### config.mk
export PLATFORM = sky130hd
export DESIGN_NAME = opcode_field_decoder
export DESIGN_NICKNAME = d
export VERILOG_FILES = /design/src/rtl/opdec_pkg.sv /design/src/rtl/opdec_fields.sv /design/src/rtl/opdec_classify.sv /design/src/rtl/opdec_operands.sv /design/src/rtl/opdec_branch.sv /design/src/rtl/opcode_field_decoder.sv
export SDC_FILE = /design/constraint.sdc
export NUM_CORES = 1
export LEC_CHECK = 0
export BUFFER_PORTS_ARGS = -buffer_cell sky130_fd_sc_hd__buf_2
export CELL_PAD_IN_SITES_DETAIL_PLACEMENT = 1
export CELL_PAD_IN_SITES_GLOBAL_PLACEMENT = 1
export CORE_AREA = 5 5 46 52
export DETAILED_ROUTE_END_ITERATION = 8
export DIE_AREA = 0 0 51 57
export PLACE_DENSITY_LB_ADDON = 0.15
export SLEW_MARGIN = 10
export SYNTH_ARGS = -nofsm -noshare
export SYNTH_HDL_FRONTEND = slang
export SYNTH_SLANG_ARGS = --single-unit
### constraint.sdc
create_clock -name vclk -period 4.85
set_clock_uncertainty 0.05 [all_clocks]
set_input_delay 0.7275 -clock vclk [all_inputs]
set_output_delay 0.7275 -clock vclk [all_outputs]
set_load 0.01 [all_outputs]
### src/rtl/opdec_pkg.sv
package opdec_pkg;
  localparam int OPC_W   = 8;
  localparam int GROUP_W = 2;
  localparam int FIELD_W = 3;
  localparam int PAIR_W  = FIELD_W - 1;
  localparam int COND_W  = 2;
  localparam int IMM_W   = 2;
  localparam int CLS_W   = 5;

  typedef enum logic [CLS_W-1:0] {
    CLS_NOP       = 5'd0,
    CLS_ST_SP     = 5'd1,
    CLS_STOP      = 5'd2,
    CLS_JR        = 5'd3,
    CLS_JR_COND   = 5'd4,
    CLS_LD_PAIR   = 5'd5,
    CLS_ADD_HL    = 5'd6,
    CLS_INC_PAIR  = 5'd7,
    CLS_DEC_PAIR  = 5'd8,
    CLS_INC_R     = 5'd9,
    CLS_DEC_R     = 5'd10,
    CLS_LD_R_IMM  = 5'd11,
    CLS_MOVE      = 5'd12,
    CLS_HALT      = 5'd13,
    CLS_ALU       = 5'd14,
    CLS_PREFIX    = 5'd15,
    CLS_ILLEGAL   = 5'd31
  } op_class_e;

  // Condition test: bit1 picks the flag (0 zero, 1 carry), bit0 the wanted level.
  function automatic logic cond_holds(input logic [COND_W-1:0] cc,
                                      input logic zf, input logic cf);
    logic sel;
    sel = cc[1] ? cf : zf;
    return sel == cc[0];
  endfunction

  // Immediate byte count per class.
  function automatic logic [IMM_W-1:0] imm_count(input op_class_e cls);
    case (cls)
      CLS_ST_SP, CLS_LD_PAIR:                return IMM_W'(2);
      CLS_JR, CLS_JR_COND, CLS_LD_R_IMM:     return IMM_W'(1);
      default:                               return IMM_W'(0);
    endcase
  endfunction
endpackage

### src/rtl/opdec_fields.sv
module opdec_fields
  import opdec_pkg::*;
(
  input  logic [OPC_W-1:0]   opcode,
  output logic [GROUP_W-1:0] grp,
  output logic [FIELD_W-1:0] fy,
  output logic [FIELD_W-1:0] fz
);
  localparam int Z_LO = 0;
  localparam int Y_LO = Z_LO + FIELD_W;
  localparam int G_LO = Y_LO + FIELD_W;

  assign fz  = opcode[Z_LO +: FIELD_W];
  assign fy  = opcode[Y_LO +: FIELD_W];
  assign grp = opcode[G_LO +: GROUP_W];
endmodule

### src/rtl/opdec_classify.sv
module opdec_classify
  import opdec_pkg::*;
#(
  parameter logic [OPC_W-1:0] PREFIX_CODE = 8'hCB
) (
  input  logic [OPC_W-1:0]   opcode,
  input  logic [GROUP_W-1:0] grp,
  input  logic [FIELD_W-1:0] fy,
  input  logic [FIELD_W-1:0] fz,
  output op_class_e          cls
);
  localparam logic [FIELD_W-1:0] MEM_IDX = FIELD_W'(6);

  logic y_odd;
  logic halt_hit;
  assign y_odd    = fy[0];
  assign halt_hit = (fy == MEM_IDX) && (fz == MEM_IDX);

  always_comb begin
    cls = CLS_ILLEGAL;
    unique case (grp)
      2'b00: begin
        case (fz)
          3'b000: begin
            case (fy)
              3'b000:  cls = CLS_NOP;
              3'b001:  cls = CLS_ST_SP;
              3'b010:  cls = CLS_STOP;
              3'b011:  cls = CLS_JR;
              default: cls = CLS_JR_COND;
            endcase
          end
          3'b001:  cls = y_odd ? CLS_ADD_HL   : CLS_LD_PAIR;
          3'b011:  cls = y_odd ? CLS_DEC_PAIR : CLS_INC_PAIR;
          3'b100:  cls = CLS_INC_R;
          3'b101:  cls = CLS_DEC_R;
          3'b110:  cls = CLS_LD_R_IMM;
          default: cls = CLS_ILLEGAL;
        endcase
      end
      2'b01:   cls = halt_hit ? CLS_HALT : CLS_MOVE;
      2'b10:   cls = CLS_ALU;
      default: cls = (opcode == PREFIX_CODE) ? CLS_PREFIX : CLS_ILLEGAL;
    endcase
  end

  always_comb begin

    halt_carve_chk: assert (!(cls == CLS_MOVE && halt_hit))
      else $error("halt slot decoded as move");
  end
endmodule

### src/rtl/opdec_operands.sv
module opdec_operands
  import opdec_pkg::*;
(
  input  op_class_e          cls,
  input  logic [FIELD_W-1:0] fy,
  input  logic [FIELD_W-1:0] fz,
  output logic [FIELD_W-1:0] dst_idx,
  output logic [FIELD_W-1:0] src_idx,
  output logic [FIELD_W-1:0] alu_op,
  output logic [PAIR_W-1:0]  pair_sel,
  output logic [IMM_W-1:0]   imm_bytes
);
  logic uses_dst, uses_src, uses_pair, is_alu;

  assign uses_dst  = (cls == CLS_MOVE) || (cls == CLS_INC_R) ||
                     (cls == CLS_DEC_R) || (cls == CLS_LD_R_IMM);
  assign uses_src  = (cls == CLS_MOVE) || (cls == CLS_ALU);
  assign is_alu    = (cls == CLS_ALU);
  assign uses_pair = (cls == CLS_LD_PAIR) || (cls == CLS_ADD_HL) ||
                     (cls == CLS_INC_PAIR) || (cls == CLS_DEC_PAIR);

  assign dst_idx   = uses_dst  ? fy : '0;
  assign src_idx   = uses_src  ? fz : '0;
  assign alu_op    = is_alu    ? fy : '0;
  assign pair_sel  = uses_pair ? fy[FIELD_W-1:1] : '0;
  assign imm_bytes = imm_count(cls);

  always_comb begin

    imm_range_chk: assert (imm_bytes <= IMM_W'(2))
      else $error("immediate count out of range");

    pair_only_chk: assert (uses_pair || pair_sel == '0)
      else $error("pair selector outside pair class");
  end
endmodule

### src/rtl/opdec_branch.sv
module opdec_branch
  import opdec_pkg::*;
(
  input  op_class_e          cls,
  input  logic [FIELD_W-1:0] fy,
  input  logic               flag_z,
  input  logic               flag_c,
  output logic [COND_W-1:0]  cond_code,
  output logic               take_branch
);
  logic is_cond, is_always, cond_true;

  assign is_cond     = (cls == CLS_JR_COND);
  assign is_always   = (cls == CLS_JR);
  assign cond_code   = is_cond ? fy[COND_W-1:0] : '0;
  assign cond_true   = cond_holds(fy[COND_W-1:0], flag_z, flag_c);
  assign take_branch = is_always || (is_cond && cond_true);

  always_comb begin

    branch_class_chk: assert (!take_branch || is_cond || is_always)
      else $error("branch taken outside jump class");
  end
endmodule

### src/rtl/opcode_field_decoder.sv
module opcode_field_decoder
  import opdec_pkg::*;
#(
  parameter logic [OPC_W-1:0] PREFIX_CODE = 8'hCB
) (
  input  logic [OPC_W-1:0]   opcode,
  input  logic               flag_z,
  input  logic               flag_c,
  output logic [CLS_W-1:0]   op_class,
  output logic [FIELD_W-1:0] dst_idx,
  output logic [FIELD_W-1:0] src_idx,
  output logic [FIELD_W-1:0] alu_op,
  output logic [PAIR_W-1:0]  pair_sel,
  output logic [COND_W-1:0]  cond_code,
  output logic [IMM_W-1:0]   imm_bytes,
  output logic               take_branch,
  output logic               is_prefix,
  output logic               illegal
);
  logic [GROUP_W-1:0] grp;
  logic [FIELD_W-1:0] fy, fz;
  op_class_e          cls;

  opdec_fields u_fields (.opcode(opcode), .grp(grp), .fy(fy), .fz(fz));

  opdec_classify #(.PREFIX_CODE(PREFIX_CODE)) u_classify (
    .opcode(opcode), .grp(grp), .fy(fy), .fz(fz), .cls(cls));

  opdec_operands u_operands (
    .cls(cls), .fy(fy), .fz(fz), .dst_idx(dst_idx), .src_idx(src_idx),
    .alu_op(alu_op), .pair_sel(pair_sel), .imm_bytes(imm_bytes));

  opdec_branch u_branch (
    .cls(cls), .fy(fy), .flag_z(flag_z), .flag_c(flag_c),
    .cond_code(cond_code), .take_branch(take_branch));

  assign op_class  = cls;
  assign illegal   = (cls == CLS_ILLEGAL);
  assign is_prefix = (cls == CLS_PREFIX);

  always_comb begin

    illegal_quiet_chk: assert (!illegal ||
      (imm_bytes == '0 && !take_branch && dst_idx == '0 && src_idx == '0 &&
       alu_op == '0 && pair_sel == '0 && cond_code == '0))
      else $error("illegal opcode drives operands");

    prefix_exclusive_chk: assert (!is_prefix || (!illegal && opcode == PREFIX_CODE))
      else $error("prefix flag on wrong byte");
  end
endmodule

=== Yosys cells after proc, flatten, opt, wreduce, memory -nomap -nowiden ===
Cells that the tools add are included.
W data, S select, Z words.

* Output and inout bits: 23
* Memory bits (writable): 0
* Memories kept: 0
* Word-level logic and storage cells: 56
* Bits in registers: 0
* Memory bits (read-only): 0
* Input port bits: 10
* Latch bits: 0

* Reductions and logical operators: 15
* Muxes and demuxes: 14
* Add/sub/neg operators: 0
* Divide/modulo/power cells: 0
* Equality and inequality tests: 27
* Magnitude comparators: 0
* Bitwise operators: 0
* $mul: 0
* Shift operators: 0

{| class="wikitable"
|+ Operators by type and width
! kind !! number
|-
| $eq A5 B4 Y1 const B || 7
|-
| $pmux W5 S6 || 1
|-
| $eq A5 B3 Y1 const B || 4
|-
| $pmux W5 S3 || 1
|-
| $eq A3 B3 Y1 const B || 4
|-
| $pmux W3 S4 || 1
|-
| $eq A3 B2 Y1 const B || 3
|-
| $mux W3 || 3
|-
| $eq A8 B8 Y1 const B || 1
|-
| $logic_or A1 B1 Y1 || 8
|-
| $eq A3 B1 Y1 const B || 2
|-
| $logic_not A3 Y1 || 2
|-
| $mux W2 || 3
|-
| $eq A5 B1 Y1 const B || 1
|-
| $eq A5 B2 Y1 const B || 1
|-
| $eq A5 B5 Y1 const B || 1
|-
| $mux W5 || 1
|-
| $mux W4 || 1
|-
| $pmux W2 S2 || 1
|-
| $reduce_or A3 Y1 || 1
|-
| $eq A2 B1 Y1 const B || 1
|-
| $eq A2 B2 Y1 const B || 1
|-
| $logic_and A1 B1 Y1 || 2
|-
| $logic_not A2 Y1 || 1
|-
| 3 further kinds || 4
|}

=== Depth between registers and ports, before layout ===
Gate-level depths: netlist (run 1).

* Depth after elaboration: 9
* Mapped depth: 9
* Gate-level depth less buffers: 8

=== Modules after synthesis ===
Synthesis (run 1) repeated with hierarchy kept, for this count alone.

* Cells, all modules: 84
* Area total of the unflattened synthesis: 564.3 um2

{| class="wikitable"
|+ Modules (own cells, without submodules)
! module !! sequential area each (um2) !! area an instance (um2) !! cells each !! times used
|-
| opdec_classify || 0.0 || 254.0 || 40 || 1
|-
| opdec_operands || 0.0 || 165.2 || 23 || 1
|-
| opdec_branch || 0.0 || 67.6 || 9 || 1
|-
| opdec_fields || 0.0 || 60.1 || 8 || 1
|-
| opcode_field_decoder || 0.0 || 17.5 || 4 || 1
|}

=== Least setup slack after synthesis (run 1) ===
Ideal clock, no wire load.

* Path type: input-to-output
* Start point: input port opcode[6]
* End point: output port dst_idx[1]
* Slack: 1908 ps
* Data arrival time: 2164 ps
* Cell stages on the path: 7
* Data required time: 4073 ps
* Path buffers: 1
* Path through: inv_1 ha_1 clkbuf_1 a311o_1 a21oi_4 nand3_1 mux2i_1

* Longest elaborated chain between the ends: 8
* Elaborated cells between the ends (all ways): 14
* Those cells by class: 7 x eq/ne; 3 x mux; 4 x reduce/logical

{| class="wikitable"
|+ RTL lines
! what !! line !! RTL
|-
| from (decl) || opcode_field_decoder.sv:6 || <nowiki>input logic [OPC_W-1:0] opcode,</nowiki>
|-
| $eq A8 B8 Y1 || opdec_classify.sv:43 || <nowiki>default: cls = (opcode == PREFIX_CODE) ? CLS_PREFIX : CLS_ILLEGAL;</nowiki>
|-
| $mux W5 || opdec_classify.sv:43 ||
|-
| $pmux W5 S3 * || opdec_classify.sv:21 || <nowiki>unique case (grp)</nowiki>
|-
| $eq A5 B4 Y1 || opdec_operands.sv:15 || <nowiki>assign uses_dst = (cls == CLS_MOVE) || (cls == CLS_INC_R) ||</nowiki>
|-
| $logic_or A1 B1 Y1 (2 in a row) || opdec_operands.sv:15 ||
|-
| $logic_or A1 B1 Y1 * || opdec_operands.sv:16 || <nowiki>(cls == CLS_DEC_R) || (cls == CLS_LD_R_IMM);</nowiki>
|-
| $mux W3 * || opdec_operands.sv:22 || <nowiki>assign dst_idx = uses_dst ? fy : '0;</nowiki>
|-
| to (decl) || opcode_field_decoder.sv:10 || <nowiki>output logic [FIELD_W-1:0] dst_idx,</nowiki>
|}

Every way passes the cells marked *; elsewhere a longest branch is shown, timed or not.

=== Worst setup path after layout (run 1) ===
* Start point: input port opcode[6]
* End point: output port cond_code[0]

* Longest elaborated chain between the ends: 5
* Elaborated cells between the ends (all ways): 8
* Those cells by class: 4 x eq/ne; 3 x mux; 1 x reduce/logical

{| class="wikitable"
|+ RTL lines
! what !! line !! RTL
|-
| $eq A8 B8 Y1 || opdec_classify.sv:43 ||
|-
| $mux W5 || opdec_classify.sv:43 ||
|-
| $pmux W5 S3 * || opdec_classify.sv:21 ||
|-
| $eq A5 B3 Y1 * || opdec_branch.sv:13 || <nowiki>assign is_cond = (cls == CLS_JR_COND);</nowiki>
|-
| $mux W2 * || opdec_branch.sv:15 || <nowiki>assign cond_code = is_cond ? fy[COND_W-1:0] : '0;</nowiki>
|-
| to (decl) || opcode_field_decoder.sv:14 || <nowiki>output logic [COND_W-1:0] cond_code,</nowiki>
|}

Marks and branches as above.

==> results of run 1 <==
[power breakdown]
part	total (mW)	internal, mW	switching, mW
clock network	0	0	0
logic	0.0858	0.0333	0.0525
registers	0	0	0
[layer usage]
metal,routed length (um),track usage (%)
met1,843,17.32
met2,978,23.57
met3,117,1.044
met4,16,1.923
met5,0,0
[cell usage after synthesis (3+ instances only)]
master | count | area (um^2)
inv_1 | 8 | 30.03
nand3_1 | 7 | 35.03
ha_1 | 4 | 50.05
a21oi_1 | 3 | 15.01
and2_1 | 3 | 18.77
and3_1 | 3 | 18.77
buf_6 | 3 | 33.78
mux2i_1 | 3 | 30.03
nor2_1 | 3 | 11.26
[per-stage QoR]
step                      std cells  utilization (%)  total power, mW  hold slack, ps  setup WS [ps]
after floorplan                  80                -          0.06169            1545           1908
after global placement          125            39.19          0.08565            1829           1548
after detailed placement        125            39.19          0.08654            1836           1449
after CTS                       125            39.19          0.08685            1836           1444
after global routing            125            39.19          0.09458            1847           1256
final                           125            39.19          0.08579            1834           1456
[how the worst min path moves through the flow]
stage / to / cells past startpoint
2_1_floorplan: dst_idx[2] / 2
3_3_place_gp: src_idx[2] / 3
3_5_place_dp: src_idx[2] / 3
4_1_cts: src_idx[2] / 3
5_1_grt: src_idx[2] / 3
6_report: src_idx[2] / 3
[area by class of cell]
cell class | count | share of cell area, %
inverter | 10 | 5.059
multi-input combinational | 63 | 69.48
timing repair buffer | 33 | 22.26
tap | 19 | 3.204
[logic make-up (layout without fill, tap and decap cells)]
group	Yosys count	after routing	share of synthesized area [%]
and+or+nand+nor	32	32	36.89
AOI/OAI and AO/OA	21	21	30.13
buffers and inverters	17	43	15.57
adders and majority gates	4	4	8.197
xor gates and xnor gates	3	3	4.304
muxes	3	3	4.918
[worst max-delay path, cell delays in order]
cell and delay [ps]:
buf_2 120, inv_1 60, ha_1 290, and4bb_1 230, a211oi_1 220, o21a_1 410, nand2_4 150, nor4b_2 220
buf_2 170
==> reports/summary.log, run 1 <==
[clocking] hold buffer count at cts 0
[placed_design] instance area at placement 742.0 um^2
[floorplanning] x dimension of the die 51 um
[grt] initial antenna violation count 0
[worst_setup_path] data required time of the worst path 4070 ps
[final_layout] sequential cell area 0 um^2
[floorplanning] starting utilization of the core area 32.25%
[sta] Fmax achieved 0.2946 GHz
[synth] sequential element share of the synthesized area 0%
[grt] global-route wire length before repair 3153 um
[synth] Synthesized Nets 94
[clocking] setup repair bufs after CTS 0
[grt] grt total ovfl 0
[final_layout] clkbuf count 0
[final_layout] cell area after layout 742.0 um^2
[power_and_ir_drop] largest vdd supply drop 0.04026 mV
[placed_design] DP Wirelength 1599 um
[floorplanning] Top-Level Pins 33
[synth] distinct cell type count after synthesis 43
[grt] vias in the first global route 651
[worst_setup_path] highest fanout seen on the critical path 11
[sta] final-layout setup total negative slack 0 ps
[drt] detail-routed via count per cell 5.544
[power_and_ir_drop] power per unit of standard cell area 115.6 nW/um^2
[power_and_ir_drop] leakage component of the power 0.4050 nW
[synth] synthesized cell area 610.6 um^2
[flow_run] max cap viols 0
[drt] number of optimization iterations in the first detailed-route pass 4
[worst_setup_path] crit path capture cond_code[0]
[sta] Fin. Hold Viols 0
[clocking] Resized Gates After CTS 0
[floorplanning] Core ar. 1893 um^2
[floorplanning] full die area 2907 um^2
[sta] Worst slew margin 71.41%
[drt] Detailed Route Iter0 Violations 7
[worst_setup_path] startpoint of the most critical setup path opcode[6]
[final_layout] most frequent standard cell in the layout excluding fill and tap cells buf_2
[final_layout] area taken by multi-input logic gates 515.5 um^2
[synth] count of mapped cells out of synthesis 80
[drt] residual antenna-violating net count after detailed routing 0
[floorplanning] standard-cell row count 17
[floorplanning] die height 57 um
[final_layout] number of nets at the end of the flow 122
[drt] WL final 1956 um
[sta] final period utilization 69.99%
[drt] DRC violations left 0
[grt] all-layer global routing usage 13.17%
[final_layout] # fillers 259
[final_layout] commonest non-fill, non-tap cells in the layout 33 x buf_2, 8 x inv_1, 7 x nand3_1, 4 x ha_1
[sta] final-report setup violation count 0
[run_status] run status complete, no violations
[worst_setup_path] kind of capture point of the worst setup path primary output
[sta] setup repair after global routing missed its margin no
[worst_setup_path] crit start category input port
[drt] total number of vias 693
[final_layout] num sequential 0
[min_path] classification of the worst-slack hold path in -> out
[final_layout] Synth-to-Final Area Change 21.52%
[sta] minimum clock period after layout 3395 ps
[worst_setup_path] arrival time of the worst setup path 2620 ps
[final_layout] fraction of layout instances using a drive strength above 1 41.51%
[synth] yosys synthesis warning count 0
[drt] routed length per instance 15.65 um
[sta] transition time at the pin with the least slew margin 428.8 ps
[grt] largest net degree at the start of global routing 12
[placed_design] final weighted congestion in routability-driven placement 0.7869
[worst_setup_path] category of the most critical setup path in -> out
[sta] count of pins over their slew limit 0
[synth] Avg Cell Area, Syn 7.632 um^2
[placed_design] Port-buffer cells 33
[min_path] beginning of the worst hold path opcode[2]
[final_layout] diode count 0
(Power assumes the default switching activity.)
==> run 2: changes to the inputs <==
--- a/config.mk
+++ b/config.mk
@@ -5,12 +5,13 @@
 export SDC_FILE = /design/constraint.sdc
 export NUM_CORES = 1
 export LEC_CHECK = 0
+export ABC_AREA = 1
 export BUFFER_PORTS_ARGS = -buffer_cell sky130_fd_sc_hd__buf_2
 export CELL_PAD_IN_SITES_DETAIL_PLACEMENT = 1
 export CELL_PAD_IN_SITES_GLOBAL_PLACEMENT = 1
-export CORE_AREA = 5 5 46 52
+export CORE_AREA = 5 5 52 58
 export DETAILED_ROUTE_END_ITERATION = 8
-export DIE_AREA = 0 0 51 57
+export DIE_AREA = 0 0 57 63
 export PLACE_DENSITY_LB_ADDON = 0.15
 export SLEW_MARGIN = 10
 export SYNTH_ARGS = -nofsm -noshare
==> constraint.sdc (replaced) <==
create_clock -name vclk -period 2.8
set_clock_uncertainty 0.05 [all_clocks]
set_input_delay 0.42 -clock vclk [all_inputs]
set_output_delay 0.42 -clock vclk [all_outputs]
set_load 0.01 [all_outputs]
==> run 2 against run 1 <==
Against the previous run:
- cell count increased by 46%
- critical path depth increased by 3
- via count increased by 19%
- final area increased by 3.2%
- synthesized cell count increased by 48%
- die area increased by 24%
- non-clock buffer count unchanged
- total power increased by 69%
- flip-flop and latch count unchanged
- routed wire length increased by 11%
- first-iteration DRC count increased by 140%
- largest power group unchanged
- highest routed layer is now met3
==> reports/summary.log, run 2 <==
[min_path] terminating pin of the worst hold path src_idx[0] [was src_idx[2]]
[placed_design] DP Cell Count 182 [was 125]
[drt] Detailed Route Iter0 Violations 17 [was 7]
[floorplanning] standard-cell row count 19 [was 17]
[sta] transition time at the pin with the least slew margin 336.5 ps [was 428.8 ps]
[sta] minimum clock period after layout 2376 ps
[synth] synthesized cell area 561.8 um^2 [was 610.6 um^2]
[min_path] hold-critical path depth 4 [was 3]
[worst_setup_path] category of the most critical setup path in -> out [unchanged]
[floorplanning] Top-Level Pins 33 [unchanged]
[power_and_ir_drop] leakage component of the power 0.4729 nW [was 0.4050 nW]
[sta] Worst slew margin 77.48% [was 71.41%]
[final_layout] most frequent standard cell in the layout excluding fill and tap cells buf_2 [unchanged]
[final_layout] clkbuf count 0 [unchanged]
[power_and_ir_drop] largest vdd supply drop 0.08515 mV [was 0.04026 mV]
[sta] final period utilization 84.84%
[flow_run] max cap viols 0 [unchanged]
[grt] vias in the first global route 847 [was 651]
[final_layout] fraction of layout instances using a drive strength above 1 31.13% [was 41.51%]
[grt] all-layer global routing usage 11.99% [was 13.17%]
[sta] count of pins over their slew limit 0 [unchanged]
[synth] Yosys top cell area share 20.71% [was 8.197%]
[drt] residual antenna-violating net count after detailed routing 0 [unchanged]
[floorplanning] x dimension of the die 57 um [was 51 um]
[min_path] classification of the worst-slack hold path in -> out [unchanged]
[grt] grt total ovfl 0 [unchanged]
[placed_design] final weighted congestion in routability-driven placement 0.7450 [was 0.7869]
[drt] WL final 2169 um [was 1956 um]
[worst_setup_path] highest fanout seen on the critical path 6 [was 11]
[synth] top-count cell post-synth nand2_1 [was inv_1]
[run_status] run status complete, no violations [unchanged]
[synth] yosys synthesis warning count 0 [unchanged]
[min_path] beginning of the worst hold path opcode[0] [was opcode[2]]
[floorplanning] starting utilization of the core area 23.17% [was 32.25%]
[final_layout] Synth-to-Final Area Change 36.30% [was 21.52%]
[placed_design] Port-buffer cells 33 [unchanged]
[synth] library cell with the largest summed area after synthesis nand2_1 [was ha_1]
[final_layout] commonest non-fill, non-tap cells in the layout 33 x buf_2, 31 x nand2_1, 27 x nor2_1, 13 x inv_1, 11 x nand3_1 [was 33 x buf_2, 8 x inv_1, 7 x nand3_1, 4 x ha_1]
[power_and_ir_drop] power per unit of standard cell area 188.8 nW/um^2 [was 115.6 nW/um^2]
[clocking] hold buffer count at cts 0 [unchanged]
[synth] sequential element share of the synthesized area 0% [unchanged]
[sta] Fin. Hold Viols 0 [unchanged]
[sta] final-layout setup total negative slack 0 ps [unchanged]
[synth] largest cells by area after synthesis nand2_1 21%, nor2_1 18%, nand3_1 9.8% [was ha_1 8.2%, nand3_1 5.7%, buf_6 5.5%]
[worst_setup_path] arrival time of the worst setup path 1910 ps [was 2620 ps]
[final_layout] sequential cell area 0 um^2 [unchanged]
[drt] number of optimization iterations in the first detailed-route pass 4 [unchanged]
[drt] total number of vias 823 [was 693]
[worst_setup_path] kind of capture point of the worst setup path primary output [unchanged]
[synth] top cells by instance count after synthesis 31 x nand2_1, 27 x nor2_1, 13 x inv_1, 11 x nand3_1, 7 x a21oi_1 [was 8 x inv_1, 7 x nand3_1, 4 x ha_1]
[worst_setup_path] data required time of the worst path 2330 ps [was 4070 ps]
[placed_design] minimum setup slack after placement 393.3 ps [was 1449 ps]
[synth] count of mapped cells out of synthesis 118 [was 80]
[final_layout] number of nets at the end of the flow 167 [was 122]
[floorplanning] Core ar. 2425 um^2 [was 1893 um^2]
[sta] Fmax achieved 0.4210 GHz
[drt] detail-routed via count per cell 4.522 [was 5.544]
[sta] final setup slack of the worst path 424.5 ps [was 1456 ps]
[drt] DRC violations left 0 [unchanged]
[sta] smallest hold slack 1178 ps [was 1834 ps]
[grt] global-route wire length before repair 3760 um [was 3153 um]
[final_layout] # fillers 376 [was 259]
[final_layout] diode count 0 [unchanged]
[grt] largest net degree at the start of global routing 9 [was 12]
[floorplanning] full die area 3591 um^2 [was 2907 um^2]
[worst_setup_path] crit start category input port [unchanged]
[final_layout] Util after Layout 31.58% [was 39.19%]
[sta] final-report setup violation count 0 [unchanged]
[drt] routed length per instance 11.92 um [was 15.65 um]
[final_layout] num sequential 0 [unchanged]
[floorplanning] die height 63 um [was 57 um]
[sta] setup repair after global routing missed its margin no [unchanged]
[clocking] Resized Gates After CTS 0 [unchanged]
[synth] Synthesized Nets 132 [was 94]
[worst_setup_path] startpoint of the most critical setup path opcode[7] [was opcode[6]]
[synth] Avg Cell Area, Syn 4.761 um^2 [was 7.632 um^2]
[grt] initial antenna violation count 0 [unchanged]
[placed_design] DP Wirelength 1921 um [was 1599 um]
[clocking] setup repair bufs after CTS 0 [unchanged]
[synth] distinct cell type count after synthesis 19 [was 43]
[final_layout] non-filler instance count after layout 182 [was 125]
run 2: worst max-delay path by stage:
stage	cells past startpoint	endpoint	slack (ps)
floorplan	10	pair_sel[0]	730
global placement	11	pair_sel[1]	460
detailed placement	12	pair_sel[0]	390
CTS	12	pair_sel[0]	390
finish	12	pair_sel[0]	420
global route	14	take_branch	230
run 2: per-stage QoR:
step | cell area (um^2) | power [mW]
2_1_floorplan | 561.8 | 0.09049
3_3_place_gp | 765.7 | 0.1450
3_5_place_dp | 765.7 | 0.1467
4_1_cts | 765.7 | 0.1471
5_1_grt | 765.7 | 0.1628
6_report | 765.7 | 0.1446
run 2: cell families after synthesis:
| group | synth area share (%) |
|---|---|
| buffers and inverters | 12.70 |
| adder cells (fa/ha/maj) | 8.909 |
| AO/OA/AOI/OAI | 10.24 |
| AND/OR/NAND/NOR | 66.59 |
| XOR/XNOR | 1.559 |
run 2: routing by layer:
| layer | track usage, % | wire [um] | vias to the layer above |
|---|---|---|---|
| li1 | - | - | 437 |
| met1 | 14.04 | 909 | 372 |
| met2 | 24.00 | 1143 | 14 |
| met3 | 1.240 | 116 | 0 |
| met4 | 0 | 0 | 0 |
| met5 | 0 | 0 | - |
run 2: area by class of cell:
cell class,instances,area [um^2],area share (%)
inverters,19,71.32,9.314
multi-input cells,99,490.5,64.05
well taps,31,38.79,5.065
repair buffers,33,165.2,21.57
run 2: where the power goes:
group          internal (mW)  switching (mW)
registers                  0               0
clock network              0               0
logic                 0.0502          0.0944
total                 0.0502          0.0944
run 2: critical path: stages:
cell and delay (ps):
buf_2 130, inv_1 80, ha_1 230, nand2_1 70, nand3b_1 180, nand2_2 120, inv_2 70, nand2_4 90
nand2_1 70, o21bai_1 170, a21oi_1 130, buf_2 140
